==> src/rtl/tcam_pkg.sv <==
package tcam_pkg;
    localparam int unsigned TCAM_SLOTS = 16;
    localparam int unsigned TCAM_KEY_W = 32;
    localparam int unsigned TCAM_HOP_W = 8;
endpackage

==> src/rtl/tcam_slot.sv <==
module tcam_slot #(
    parameter int unsigned KEY_W = 32,
    parameter int unsigned HOP_W = 8
) (
    input  logic             clk,
    input  logic             rst_n,
    input  logic             sel,
    input  logic             load,
    input  logic [KEY_W-1:0] pattern_in,
    input  logic [KEY_W-1:0] care_in,
    input  logic [HOP_W-1:0] hop_in,
    input  logic [KEY_W-1:0] key,
    output logic             hit,
    output logic [HOP_W-1:0] hop
);
    logic             live;
    logic [KEY_W-1:0] pattern_q;
    logic [KEY_W-1:0] care_q;

    always_ff @(posedge clk) begin
        if (!rst_n) begin
            live      <= 1'b0;
            pattern_q <= '0;
            care_q    <= '0;
            hop       <= '0;
        end else if (sel) begin
            live <= load;
            if (load) begin
                pattern_q <= pattern_in;
                care_q    <= care_in;
                hop       <= hop_in;
            end
        end
    end

    always_comb begin
        hit = live && (((key ^ pattern_q) & care_q) == '0);
    end


    invalidate_clears_chk: assert property (@(posedge clk) disable iff (!rst_n)
        (sel && !load) |=> !hit);
endmodule

==> src/rtl/tcam_prio.sv <==
module tcam_prio #(
    parameter int unsigned N = 16,
    localparam int unsigned IW = $clog2(N)
) (
    input  logic [N-1:0]  req,
    output logic          any,
    output logic [IW-1:0] idx
);
    always_comb begin
        any = |req;
        idx = '0;
        for (int i = N - 1; i >= 0; i--) begin
            if (req[i]) idx = IW'(i);
        end
    end
endmodule

==> src/rtl/tcam_lpm_top.sv <==
module tcam_lpm_top
    import tcam_pkg::*;
#(
    parameter int unsigned SLOTS = TCAM_SLOTS,
    parameter int unsigned KEY_W = TCAM_KEY_W,
    parameter int unsigned HOP_W = TCAM_HOP_W,
    localparam int unsigned IDX_W = $clog2(SLOTS)
) (
    input  logic             clk,
    input  logic             rst_n,
    input  logic             upd_en,
    input  logic             upd_load,
    input  logic [IDX_W-1:0] upd_index,
    input  logic [KEY_W-1:0] upd_pattern,
    input  logic [KEY_W-1:0] upd_care,
    input  logic [HOP_W-1:0] upd_hop,
    input  logic             srch_req,
    input  logic [KEY_W-1:0] srch_key,
    output logic             res_valid,
    output logic             res_hit,
    output logic [IDX_W-1:0] res_index,
    output logic [HOP_W-1:0] res_hop
);
    logic [SLOTS-1:0] match_vec;
    logic [HOP_W-1:0] slot_hop [SLOTS];
    logic             win_any;
    logic [IDX_W-1:0] win_idx;
    logic [HOP_W-1:0] win_hop;

    for (genvar g = 0; g < SLOTS; g++) begin : g_slot
        tcam_slot #(.KEY_W(KEY_W), .HOP_W(HOP_W)) u_slot (
            .clk        (clk),
            .rst_n      (rst_n),
            .sel        (upd_en && (upd_index == IDX_W'(g))),
            .load       (upd_load),
            .pattern_in (upd_pattern),
            .care_in    (upd_care),
            .hop_in     (upd_hop),
            .key        (srch_key),
            .hit        (match_vec[g]),
            .hop        (slot_hop[g])
        );
    end

    tcam_prio #(.N(SLOTS)) u_prio (
        .req (match_vec),
        .any (win_any),
        .idx (win_idx)
    );

    always_comb begin
        win_hop = win_any ? slot_hop[win_idx] : '0;
    end

    always_ff @(posedge clk) begin
        if (!rst_n) begin
            res_valid <= 1'b0;
            res_hit   <= 1'b0;
            res_index <= '0;
            res_hop   <= '0;
        end else begin
            res_valid <= srch_req;
            if (srch_req) begin
                res_hit   <= win_any;
                res_index <= win_any ? win_idx : '0;
                res_hop   <= win_hop;
            end
        end
    end


    strobe_follows_req_chk: assert property (@(posedge clk) disable iff (!rst_n)
        srch_req |=> res_valid);

    no_spurious_strobe_chk: assert property (@(posedge clk) disable iff (!rst_n)
        !srch_req |=> !res_valid);

    miss_zeroed_chk: assert property (@(posedge clk) disable iff (!rst_n)
        (res_valid && !res_hit) |-> (res_index == '0 && res_hop == '0));

    hit_agrees_chk: assert property (@(posedge clk) disable iff (!rst_n)
        srch_req |=> (res_hit == $past(|match_vec)));

    slot0_wins_chk: assert property (@(posedge clk) disable iff (!rst_n)
        (srch_req && match_vec[0]) |=> (res_hit && res_index == '0));
endmodule

==> config.mk <==
export PLATFORM = sky130hd
export DESIGN_NAME = tcam_lpm_top
export DESIGN_NICKNAME = d
export VERILOG_FILES = /design/src/rtl/tcam_pkg.sv /design/src/rtl/tcam_slot.sv /design/src/rtl/tcam_prio.sv /design/src/rtl/tcam_lpm_top.sv
export SDC_FILE = /design/constraint.sdc
export NUM_CORES = 2
export LEC_CHECK = 0
export BUFFER_PORTS_ARGS = -buffer_cell sky130_fd_sc_hd__buf_2
export CORE_ASPECT_RATIO = 0.5
export CORE_MARGIN = 4
export CORE_UTILIZATION = 37
export DETAILED_ROUTE_END_ITERATION = 8
export MAX_ROUTING_LAYER = met4
export PLACE_DENSITY_LB_ADDON = 0.25
export SKIP_CTS_REPAIR_TIMING = 1
export SLEW_MARGIN = 0
export SYNTH_ARGS = -nofsm -noshare
export SYNTH_HDL_FRONTEND = slang
export SYNTH_SLANG_ARGS = --single-unit
==> constraint.sdc <==
create_clock -name clk -period 3.2 [get_ports clk]
set_clock_uncertainty 0.2 [all_clocks]
set_input_delay 0.16 -clock clk [delete_from_list [all_inputs] [get_ports clk]]
set_output_delay 0.16 -clock clk [all_outputs]
set_load 0.01 [all_outputs]
==> metrics.cfg <==
[clock_network]
clock_sinks = 1182
clk-insertion-delay-late_ns = 0.76
clk_pin_slew_ns = 0.07
cts_tree = built
cts_root_buf = clkbuf_16
htree_levels = 3
cts_made_buffers = 110
clock_path_buffers = 3

[pwr]
p_clk_share_pct = 44.0
p_leak_nw = 23.8
vdd.ir_drop.worst_mv = 0.455
swShare_pct = 26.6
p_int_mw = 23.8
p_total_mw = 32.4
power_frac_seq_pct = 46.0
power_frac_comb_pct = 10.0
pwr_density_cell_mw_per_mm2 = 505
p_switching_mw = 8.61

[global_route]
grt_max_degree = 131
gr-total-overflow = 0
grt_pass1_vias = 45700
grt_pass1_wl_mm = 336
antenna_found_initial = 20
grt_usage_pct = 32.4

[placement]
io_buffers = 126
place_congestion = 0.984
place_inst = 8838
dp_hpwl_mm = 154
placed_cell_area_mm2 = 0.0588

[yosys]
ys_ff_latch = 1182
synth.avg_cell_area_um2 = 7.65
async_reset_ff_share_pct = 0
syn_inst = 6784
synth.distinct_cells = 59
synth_edf_count = 0
syn_area_mm2 = 0.0519
synth_fp_nets = 6897
synth_top_flop_cell = dfxtp_1
synth-warning-count = 0
seq_area_frac_synth_pct = 45.6

[layout]
final_common_cell = nand2_1
final_cell_area_mm2 = 0.0642
final_cells = 9139
nFillCells = 13600
fin_util_pct = 46.5
syn2layout_area_growth_pct = 23.7
multi_input_area_mm2 = 0.0264
drive_gt1_share_pct = 15.5
layout.nets = 7289
mostFrequentLayoutCells = nand2_1, a21oi_1, dfxtp_1
seq_area_mm2 = 0.0237

[critical_path]
cp_cell_sequence = xor2_2, a22oi_1, nand4_1, or4_1, buf_4, o211ai_1, buf_4, a2111oi_4, o21a_4, nor2_8, mux2_2, nand3_1, a31oi_2, a21o_1
required_ns = 3.63
reg2regPathDepth = 14
r2r-start = g_slot[14].u_slot.pattern_q[3]
end_kind = flip-flop
crit_type = flip-flop to flip-flop
cp.arrival_ns = 4.07
reg2reg_to = res_hop[4]
cp_max_fo = 5
slowest_delay_ns = 0.54
cpMaxStageDelayCell = or4_1
critPathTopFamily = compound AO/OA/AOI/OAI gates
critPathMostFrequentCell = buf_4
worst-r2r-setup-slack_ns = -0.44
cp-start-kind = flip-flop
worst-path-buf-inv = 2

[die]
ios = 127
row_count = 96
dieArea_mm2 = 0.147
die_w_um = 538
die_h_um = 273
core-area_mm2 = 0.138
start_util_pct = 37.6

[worst_hold_path]
worstHoldPathCells = 6
min_to = g_slot[1].u_slot.live
hold_path.class = primary input to flip-flop
hold_start = upd_index[2]

[status]
status = finished with violations
violations = negative hold slack, negative setup slack

[timing]
period_minus_slack_ns = 3.64
fmaxAchievable_ghz = 0.275
relSlewSlack_pct = 12.2
setup_viol = 9
tns_ns = -3.37
rsz0062_at_grt = yes
maxSlewViolCount = 0
final.setup.worst_slack_ns = -0.440
finalHoldViolCount = 3
hold_slack_ns = -0.0394
tightest_slew_ns = 1.32
period_share_pct = 114

[job]
drv_cap = 0

[drt]
dr_total_vias = 51800
via_per_inst = 5.67
drt_iter0_markers = 8493
final_antenna_net_count = 0
drc_errors = 0
drt_first_pass_iters = 6
wl_per_cell_um = 26.4
routed_wl_mm = 241

per-stage QoR:
stage               worst slack [ns]  hold slack (ns)
floorplan                     0.0277           0.0817
global placement               -1.05            0.242
detailed placement             -1.01            0.246
CTS                           -0.765           -0.513
global route                  -0.511           0.0169
finish                        -0.440          -0.0394
worst max path at each step:
stage,start,end,slack [ns],cells past startpoint
2_1_floorplan,g_slot[5].u_slot.pattern_q[21],res_hop[4],0.03,13
3_3_place_gp,srch_key[13],res_hop[0],-1.05,19
3_5_place_dp,srch_key[13],res_hop[4],-1.01,19
4_1_cts,g_slot[7].u_slot.pattern_q[13],res_hop[4],-0.76,16
5_1_grt,g_slot[15].u_slot.pattern_q[3],res_hop[2],-0.51,16
6_report,g_slot[14].u_slot.pattern_q[3],res_hop[4],-0.44,14
final cells by class:
type                       count  area share, %
antenna                       13         0.0507
clock buffer                 150           4.82
clock inverter                50           1.08
inverter                       2         0.0234
multi-input combinational   5004           41.2
sequential                  1182           36.9
tap                         1862           3.63
timing repair buffer         876           12.3
cells by family (layout without fill, tap and decap cells):
| kind of cell | after synthesis | in the layout | synth area share, % |
|---|---|---|---|
| XOR/XNOR | 512 | 512 | 8.64 |
| flip-flops | 1182 | 1182 | 45.6 |
| AO/OA/AOI/OAI | 1683 | 1683 | 18.7 |
| other | 0 | 13 | 0 |
| multiplexers | 48 | 48 | 0.986 |
| AND/OR/NAND/NOR | 2760 | 2761 | 21.2 |
| buffers and inverters | 599 | 1078 | 4.81 |
power by group through the flow:
| stage | Clock, mW | Combinational (mW) | Sequential, mW |
|---|---|---|---|
| 3_3_place_gp | 0 | 2.97 | 15.2 |
| 6_report | 14.2 | 3.25 | 14.9 |
| 3_5_place_dp | 0 | 2.96 | 15.2 |
| 4_1_cts | 14.2 | 2.97 | 14.9 |
| 5_1_grt | 14.8 | 3.26 | 14.9 |
| 2_1_floorplan | 0 | 1.24 | 15.2 |
cell usage after synthesis (all sizes together) (2+ instances only):
cell / instances / area, µm²
a31oi: 9 / 71.3
a21oi: 1196 / 5990
nor4: 24 / 150
nor2b: 10 / 62.6
nand2: 2460 / 9230
or4: 5 / 37.5
and2: 5 / 31.3
a221oi: 22 / 193
a211oi: 11 / 82.6
and3: 14 / 87.6
o21ai: 33 / 165
a21boi: 2 / 26.3
nor3b: 2 / 15.0
o21a: 9 / 68.8
mux2i: 32 / 320
a2bb2oi: 2 / 17.5
and4: 6 / 52.6
o211ai: 3 / 22.5
a222oi: 24 / 240
buf: 77 / 534
nand2b: 4 / 25.0
or3: 2 / 12.5
nor2: 29 / 133
clkbuf: 520 / 1950
a22o: 22 / 193
or2: 8 / 50.1
nand3: 65 / 325
a32oi: 8 / 70.1
nand4: 112 / 701
xor2: 512 / 4480
o21bai: 9 / 67.6
nor3: 10 / 50.1
a22oi: 320 / 2410
nand3b: 2 / 15.0
mux2: 16 / 191
a21o: 8 / 60.1
dfxtp: 1182 / 23700
worst register-to-register path, stage by stage, from the launching register on:
cell and delay [ns]:
dfxtp_1 0.34, xor2_2 0.22, a22oi_1 0.22, nand4_1 0.12, or4_1 0.54, buf_4 0.20, o211ai_1 0.18, buf_4 0.17
a2111oi_4 0.10, o21a_4 0.29, nor2_8 0.18, mux2_2 0.37, nand3_1 0.10, a31oi_2 0.11, a21o_1 0.18
per-layer routing:
layer | up-vias | share of wire [%] | routed length (µm) | GRT usage [%]
li1 | 23400 | - | - | -
met5 | - | 0 | 0 | -
met4 | 0 | 4.4 | 10600 | 12.4
met2 | 3041 | 41 | 98500 | 44.4
met1 | 24800 | 42 | 100000 | 45.5
met3 | 542 | 13 | 31600 | 7.84
registers in the layout, summed over array words and instances (netlist names):
name,flops
g_slot.u_slot.live,16
res_hop,8
res_hit,1
res_valid,1
res_index,4
g_slot.u_slot.pattern_q,512
g_slot.u_slot.hop,128
g_slot.u_slot.care_q,512
Note: power is estimated with default switching activity, not from simulation.
